File: config.mk
export PLATFORM = sky130hd
export DESIGN_NAME = hsr_host_status
export DESIGN_NICKNAME = d
export VERILOG_FILES = /design/src/rtl/hsr_pkg.sv /design/src/rtl/hsr_port_dec.sv /design/src/rtl/hsr_sticky.sv /design/src/rtl/hsr_ctrl.sv /design/src/rtl/hsr_host_status.sv
export SDC_FILE = /design/constraint.sdc
export NUM_CORES = 1
export LEC_CHECK = 0
export BUFFER_PORTS_ARGS = -buffer_cell sky130_fd_sc_hd__buf_2
export CAP_MARGIN = 10
export CELL_PAD_IN_SITES_DETAIL_PLACEMENT = 0
export CELL_PAD_IN_SITES_GLOBAL_PLACEMENT = 1
export CORE_MARGIN = 1.5
export CORE_UTILIZATION = 33
export CTS_CLUSTER_DIAMETER = 150
export CTS_CLUSTER_SIZE = 10
export DETAILED_ROUTE_END_ITERATION = 10
export PLACE_DENSITY_LB_ADDON = 0.1
export SLEW_MARGIN = 5
export SYNTH_ARGS = -nofsm -noshare
export SYNTH_HDL_FRONTEND = slang
export SYNTH_HIERARCHICAL = 1
export SYNTH_SLANG_ARGS = --single-unit
File: constraint.sdc
create_clock -name clk -period 2.6 [get_ports clk]
set_clock_uncertainty 0.2 [all_clocks]
set_input_delay 0.13 -clock clk [delete_from_list [all_inputs] [get_ports clk]]
set_output_delay 0.13 -clock clk [all_outputs]
set_load 0.03 [all_outputs]
File: src/rtl/hsr_pkg.sv
package hsr_pkg;
  // Bit positions in the status/control word (software decodes these)
  localparam int B_HBS    = 0;
  localparam int B_GIRQ   = 1;
  localparam int B_HOLD   = 3;
  localparam int B_PEN    = 7;
  localparam int B_CLRPAR = 8;
  localparam int B_CLRPER = 9;
  localparam int B_PAREN  = 10;
  localparam int B_RSTSET = 11;
  localparam int B_RSTCLR = 12;
  localparam int B_PERF   = 13;
  localparam int B_DATF   = 14;
  localparam int B_TAGF   = 15;

  // Sticky flag indices
  localparam int FL_TAG = 0;
  localparam int FL_DAT = 1;
  localparam int FL_PER = 2;
  localparam int NFLAG  = 3;
endpackage

File: src/rtl/hsr_port_dec.sv
module hsr_port_dec #(
  parameter int                ADDR_W   = 16,
  parameter logic [ADDR_W-1:0] REG_ADDR = 16'h5000
) (
  input  logic              cs_n,
  input  logic              rd_n,
  input  logic              wr_n,
  input  logic [ADDR_W-1:0] addr,
  output logic              wr_hit,
  output logic              rd_hit,
  output logic              rdy
);
  logic sel;
  always_comb begin
    sel    = !cs_n && (addr == REG_ADDR);
    wr_hit = sel && !wr_n;
    rd_hit = sel && !rd_n;
    rdy    = wr_hit || rd_hit;
  end
endmodule

File: src/rtl/hsr_sticky.sv
module hsr_sticky #(
  parameter int N = 3
) (
  input  logic         clk,
  input  logic         rst,
  input  logic [N-1:0] set_ev,
  input  logic [N-1:0] clr_cmd,
  output logic [N-1:0] flag_q,
  output logic [N-1:0] flag_d
);
  for (genvar i = 0; i < N; i++) begin : g_flag
    // set has priority over clear
    always_comb begin
      if (set_ev[i])       flag_d[i] = 1'b1;
      else if (clr_cmd[i]) flag_d[i] = 1'b0;
      else                 flag_d[i] = flag_q[i];
    end
    always_ff @(posedge clk) begin
      if (rst) flag_q[i] <= 1'b0;
      else     flag_q[i] <= flag_d[i];
    end
  end
endmodule

File: src/rtl/hsr_ctrl.sv
module hsr_ctrl
  import hsr_pkg::*;
#(
  parameter int DATA_W = 16
) (
  input  logic              clk,
  input  logic              rst,
  input  logic              wr_hit,
  input  logic [DATA_W-1:0] wdata,
  output logic [DATA_W-1:0] ctrl_q,
  output logic [DATA_W-1:0] ctrl_d,
  output logic              lprst_q,
  output logic              lprst_d
);
  localparam logic [DATA_W-1:0] STORE_MASK =
    DATA_W'((1 << B_HBS) | (1 << B_GIRQ) | (1 << B_HOLD) |
            (1 << B_PEN) | (1 << B_PAREN));

  always_comb begin
    ctrl_d  = wr_hit ? (wdata & STORE_MASK) : ctrl_q;
    lprst_d = lprst_q;
    if (wr_hit) begin
      if (wdata[B_RSTSET])      lprst_d = 1'b1;
      else if (wdata[B_RSTCLR]) lprst_d = 1'b0;
    end
  end

  always_ff @(posedge clk) begin
    if (rst) begin
      ctrl_q  <= '0;
      lprst_q <= 1'b0;
    end else begin
      ctrl_q  <= ctrl_d;
      lprst_q <= lprst_d;
    end
  end
endmodule

File: src/rtl/hsr_host_status.sv
module hsr_host_status
  import hsr_pkg::*;
#(
  parameter int                ADDR_W   = 16,
  parameter int                DATA_W   = 16,
  parameter logic [ADDR_W-1:0] REG_ADDR = 16'h5000
) (
  input  logic              clk,
  input  logic              rst,
  input  logic              io_cs_n,
  input  logic              io_rd_n,
  input  logic              io_wr_n,
  input  logic [ADDR_W-1:0] io_addr,
  input  logic [DATA_W-1:0] io_wdata,
  output logic [DATA_W-1:0] io_rdata,
  output logic              io_rdy,
  input  logic              per_irq_in,
  input  logic              tag_perr_evt,
  input  logic              data_perr_evt,
  output logic              host_irq,
  output logic              gen_irq,
  output logic              lp_reset,
  output logic              hold_ign,
  output logic              hi_byte_sel
);
  logic wr_hit, rd_hit;

  hsr_port_dec #(.ADDR_W(ADDR_W), .REG_ADDR(REG_ADDR)) u_dec (
    .cs_n(io_cs_n), .rd_n(io_rd_n), .wr_n(io_wr_n), .addr(io_addr),
    .wr_hit(wr_hit), .rd_hit(rd_hit), .rdy(io_rdy)
  );

  // previous level of the peripheral request, tracks the input even in reset
  logic per_prev_q;
  always_ff @(posedge clk) per_prev_q <= per_irq_in;

  logic [NFLAG-1:0] set_ev, clr_cmd, flag_q, flag_d;
  always_comb begin
    set_ev[FL_TAG]  = tag_perr_evt;
    set_ev[FL_DAT]  = data_perr_evt;
    set_ev[FL_PER]  = per_irq_in && !per_prev_q;
    clr_cmd[FL_TAG] = wr_hit && io_wdata[B_CLRPAR];
    clr_cmd[FL_DAT] = wr_hit && io_wdata[B_CLRPAR];
    clr_cmd[FL_PER] = wr_hit && io_wdata[B_CLRPER];
  end

  hsr_sticky #(.N(NFLAG)) u_flags (
    .clk(clk), .rst(rst), .set_ev(set_ev), .clr_cmd(clr_cmd),
    .flag_q(flag_q), .flag_d(flag_d)
  );

  logic [DATA_W-1:0] ctrl_q, ctrl_d;
  logic              lprst_q, lprst_d;

  hsr_ctrl #(.DATA_W(DATA_W)) u_ctrl (
    .clk(clk), .rst(rst), .wr_hit(wr_hit), .wdata(io_wdata),
    .ctrl_q(ctrl_q), .ctrl_d(ctrl_d), .lprst_q(lprst_q), .lprst_d(lprst_d)
  );

  // registered interrupt built from next-state values so it moves with them
  logic host_irq_q;
  always_ff @(posedge clk) begin
    if (rst) host_irq_q <= 1'b0;
    else     host_irq_q <= (flag_d[FL_PER] && ctrl_d[B_PEN]) ||
                           ((flag_d[FL_TAG] || flag_d[FL_DAT]) && ctrl_d[B_PAREN]);
  end

  logic [DATA_W-1:0] status_w;
  always_comb begin
    status_w           = ctrl_q;
    status_w[B_RSTSET] = lprst_q;
    status_w[B_PERF]   = flag_q[FL_PER];
    status_w[B_DATF]   = flag_q[FL_DAT];
    status_w[B_TAGF]   = flag_q[FL_TAG];
  end

  assign io_rdata    = rd_hit ? status_w : '0;
  assign host_irq    = host_irq_q;
  assign gen_irq     = ctrl_q[B_GIRQ];
  assign hold_ign    = ctrl_q[B_HOLD];
  assign hi_byte_sel = ctrl_q[B_HBS];
  assign lp_reset    = lprst_q;
endmodule

==> reports/metrics.yaml, run 1 <==
status: "completed"
tns_ns: 0
path_class: "in -> reg"
setup_viol_count_final: 0
p_comb_share_pct: 9.8
die_w_um: 55.9
stdcell_count: 191
postRouteAntennaNets: 0
ios: 62
worstPathRequired_ns: 2.58
numPortBuffers: 54
avgSynthCellArea_um2: 10.1
core_um2: 2710
netlist_instances: 92
num_vias: 829
grt_pass1_wl_mm: 3.46
worstPathCellList: "buf_2 -> nor4_1 -> nand4b_1 -> nor3_2 -> buf_4 -> a21bo_1 -> a21oi_2 -> dlygate4sd3_1"
relSlewSlack_pct: 78.8
p_seq_share_pct: 56.3
antennaDiodeCount: 0
fin_crit_sh_pct: 76.5
cpLargestDelayFamily: "buffers and inverters"
power.density_nw_per_um2: 368
yosysWarningCount: 6
grt_max_degree: 18
drc: 0
path_clk_slew_ns: 0.10
htree_levels: 1
clock-sinks: 18
synthToLayoutAreaGrowth_pct: 47.8
clk_path_buf_depth: 2
p_sw_mw: 0.106
syn-num-nets: 132
postLayoutCellArea_um2: 1370
cp-end-kind: "register"
cts_root_buf: "clkbuf_4"
gp_congestion: 0.641
drt-vias-per-instance: 4.34
cts_tree: "yes"
max_cap_viol_count: 0
critPathMaxFanout: 12
hold_path.class: "in -> reg"
internal-power_mw: 0.397
p_leak_nw: 0.683
grt-ovfl-total: 0
wl_per_cell_um: 10.3
max_stage_delay_ns: 0.56
clk_latency_ns: 0.29
maxClockFrequency_mhz: 503
grt_pass1_vias: 857
whs_ns: 0.00888
dr.first_iter.drc_count: 10
die_h_um: 55.9
critPathLaunchType: "input pin"
arrival_ns: 1.97
start_util_pct: 34.1
period_minus_slack_ns: 1.99
place_hpwl_mm: 1.47
die_area_um2: 3130
num_rows: 19
antenna_found_initial: 0
p_clk_share_pct: 33.9
firstDrtPassIters: 2
irDropWorstVdd_uv: 225
routed_wl_mm: 1.97
track_usage_pct: 13.9
cp.buffers_inverters: 3
syn-cell-area_um2: 925
final_nets: 201
critPathSlowestCell: "dlygate4sd3_1"
numCtsBuffers: 3
switching_share_pct: 21.0
rsz0062_at_grt: "no"
hold_viol_final: 0
drv_slew: 0
placed_cells: 177
layout-drive-gt1-share_pct: 57.5
placed_area_um2: 1230
tightest_slew_ns: 0.317
-- timing repair --
item	4_1_cts	5_1_grt
resized for setup	0	0
hold endpoints to repair	10	0
hold buffers	10	0
buffers inserted	0	0
-- worst paths after layout --
| kind | start | to | slack, ns | cells after the start |
|---|---|---|---|---|
| worst min-delay path | rst | u_ctrl/ctrl_q[12]$_SDFF_PP0_ | 0.009 | 2 |
| worst max register to register | u_ctrl/lprst_q$_SDFF_PP0_ | u_ctrl/lprst_q$_SDFF_PP0_ | 1.12 | 3 |
| worst max-delay path | io_addr[1] | u_ctrl/lprst_q$_SDFF_PP0_ | 0.61 | 8 |
| worst min register to register | u_flags/flag_q[0]$_SDFF_PP0_ | u_flags/flag_q[0]$_SDFF_PP0_ | 0.30 | 2 |
-- stage by stage --
| step | util (%) | setup WS (ns) | total power, mW |
|---|---|---|---|
| after floorplan | - | 0.820 | 0.302 |
| after global placement | 45.4 | 0.585 | 0.328 |
| after detailed placement | 45.4 | 0.556 | 0.329 |
| after CTS | 50.4 | 0.622 | 0.513 |
| after global routing | 50.4 | 0.500 | 0.531 |
| final | 50.4 | 0.611 | 0.503 |
-- cell usage in the layout (no fill, tap or decap), types with 2 or more instances in the layout --
cell and n:
nand2_1 6, nand2b_4 3, and2_2 12, nor2b_1 14, inv_1 3, a21oi_1 4, nor2b_2 6, nor3_1 2
buf_2 54, dlygate4sd3_1 10, dfxtp_1 18, buf_4 4, mux2_4 5, and2_1 6, clkbuf_4 3
-- worst reg2reg max path, cell delays in order (launching register included) --
cell and delay, ns:
dfxtp_1 0.36, a21bo_1 0.22, a21oi_2 0.11, dlygate4sd3_1 0.55
-- flip-flops by register name, indices dropped and copies added, names as in the netlist --
signal / count
u_flags/flag_q: 3
u_ctrl/lprst_q: 1
host_irq: 1
u_ctrl/ctrl_q: 12
per_prev_q: 1
-- cell type report --
class | count | area, um2
repair buffers | 68 | 400
clock buffers | 4 | 36.3
multi-input cells | 67 | 519
well taps | 31 | 38.8
flip-flops and latches | 18 | 360
fillers | 273 | 1340
inverters | 3 | 11.3
-- per-layer routing --
layer,routed length (um),global-route usage (%)
met1,811,15.7
met2,980,24.8
met3,146,2.56
met4,27,7.14
met5,0,0
-- power by group through the flow --
stage / clock, mW / combinational, mW / sequential [mW]
floorplan: 0 / 0.0127 / 0.289
CTS: 0.180 / 0.0503 / 0.283
finish: 0.170 / 0.0495 / 0.283
detailed placement: 0 / 0.0400 / 0.289
global route: 0.192 / 0.0554 / 0.284
global placement: 0 / 0.0392 / 0.289
(Power assumes the default switching activity.)
==> inputs of run 2 (changes only) <==
CORE_UTILIZATION = 28   (was 33)
clock period = 1.7 ns   (was 2.6 ns; I/O delays follow)
==> reports/metrics.yaml, run 2 (synthesis results as in run 1) <==
status: "completed"
track_usage_pct: 14.1
fillCellCount: 318
hold_path.class: "in -> reg"
layout_commonest_cell: "buf_2"
holdPathStages: 4
reg2reg_slack_ns: 0.63
max_cap_viol_count: 0
final_cell_mix: "buf_2 (35), buf_6 (22), dfxtp_1 (18), nor2b_1 (14), dlygate4sd3_1 (12)"
drc: 0
start_util_pct: 29.8
antenna_found_initial: 0
fin_crit_sh_pct: 98.7
hold_viol_final: 0
period_minus_slack_ns: 1.68
critPathMaxFanout: 8
maxClockFrequency_mhz: 596
num_vias: 868
numPortBuffers: 54
die_w_um: 60.5
grt_pass1_wl_mm: 3.82
grt-ovfl-total: 0
register_area_um2: 360
die_h_um: 60.5
num_rows: 20
path_class: "in -> out"
power.density_nw_per_um2: 493
largest-register: "u_ctrl/ctrl_q"
firstDrtPassIters: 2
critPathLaunchType: "input pin"
place_hpwl_mm: 1.55
irDropWorstVdd_uv: 220
r2r-end: "host_irq$_SDFF_PP0_"
cts_root_buf: "clkbuf_4"
clk_latency_ns: 0.29
tns_ns: 0
synthToLayoutAreaGrowth_pct: 73.7
largest_register_ffs: 12
postRouteAntennaNets: 0
worstPathRequired_ns: 1.41
core_um2: 3100
hold_end: "u_flags/flag_q[1]$_SDFF_PP0_"
ios: 62
arrival_ns: 1.39
drt-vias-per-instance: 4.13
p_leak_nw: 0.742
grt_max_degree: 18
antennaDiodeCount: 0
grt_pass1_vias: 890
wl_per_cell_um: 11.1
rsz0062_at_grt: "yes"
dr.first_iter.drc_count: 5
numCtsBuffers: 3
die_area_um2: 3660
cp-end-kind: "output pin"
htree_levels: 1
final_nets: 207
fin_ws_ns: 0.0213
ff2ff_path_depth: 3
setup_viol_count_final: 0
clock-sinks: 18
post-place-ws_ns: -0.186
tightest_slew_ns: 0.347
largestRegisters: "u_ctrl/ctrl_q (12), u_flags/flag_q (3)"
clk_path_buf_depth: 2
cts_tree: "yes"
path_clk_slew_ns: 0.10
layout-drive-gt1-share_pct: 60.8
hold_start: "io_wdata[8]"
drv_slew: 0
crit_start: "io_addr[7]"
rr_startpoint: "u_ctrl/ctrl_q[10]$_SDFF_PP0_"
gp_congestion: 0.652
routed_wl_mm: 2.33
relSlewSlack_pct: 76.9
multiInputGateArea_um2: 563
==> run 2: changes by cell type in the layout (fill, tap and decap cells not counted), moves of 2 or more <==
cell           previous run  this run
and2_1                    6         4
buf_2                    54        35
dlygate4sd3_1            10        12
and2_2                   12         7
and2_4                    0         7
buf_6                     0        22
==> run 2: worst max path at each step <==
stage	end	cells past startpoint
after floorplan	io_rdata[10]	5
after global placement	host_irq$_SDFF_PP0_	10
after detailed placement	host_irq$_SDFF_PP0_	10
after CTS	io_rdata[7]	8
after global routing	io_rdata[5]	8
final	io_rdata[5]	8
==> run 2: power breakdown <==
part           total (mW)  internal [mW]  switching, mW
registers           0.433          0.428        0.00566
logic              0.0936         0.0596         0.0340
clock network       0.265          0.130          0.134
total               0.792          0.618          0.174
==> run 2: area by class of cell <==
cell class                      instances  area share, %
Inverter                                3          0.701
Clock buffer                            4           2.26
Multi-Input combinational cell         67           35.0
Timing Repair Buffer                   74           36.1
Tap cell                               44           3.43
Sequential cell                        18           22.4
==> run 2: what timing repair did <==
action	in CTS	in global routing
gates cloned	1	0
pin swaps	3	3
hold buffers	12	0
resized for setup	25	29
setup endpoints to repair	16	17
hold endpoints to repair	18	0
buffers inserted	1	0
==> run 2: critical path: stages <==
cell and delay (ns):
buf_6 0.10, nor4_4 0.26, nand4b_1 0.15, buf_4 0.17, nor3_4 0.18, buf_6 0.16
and2_2 0.15, buf_6 0.13
==> run 2: per-layer routing <==
metal  GRT usage, %  routed length (um)  vias to the layer above
met4           5.59                  15                        0
met2           23.6                1110                       36
li1               -                   -                      445
met5              0                   0                        -
met1           17.7                1040                      385
met3           2.99                 159                        2
==> run 2: per-stage QoR <==
stage / cell area (um2) / total power, mW / util [%] / cells / hold slack [ns]
6_report: 1610 / 0.792 / 51.8 / 210 / 0.0111
5_1_grt: 1610 / 0.840 / 51.8 / 210 / 0.0182
4_1_cts: 1500 / 0.800 / 48.5 / 210 / 0.00281
3_5_place_dp: 1260 / 0.505 / 40.6 / 192 / 0.00860
3_3_place_gp: 1260 / 0.503 / 40.6 / 192 / -0.00116
2_1_floorplan: 930 / 0.461 / - / 92 / -0.0873
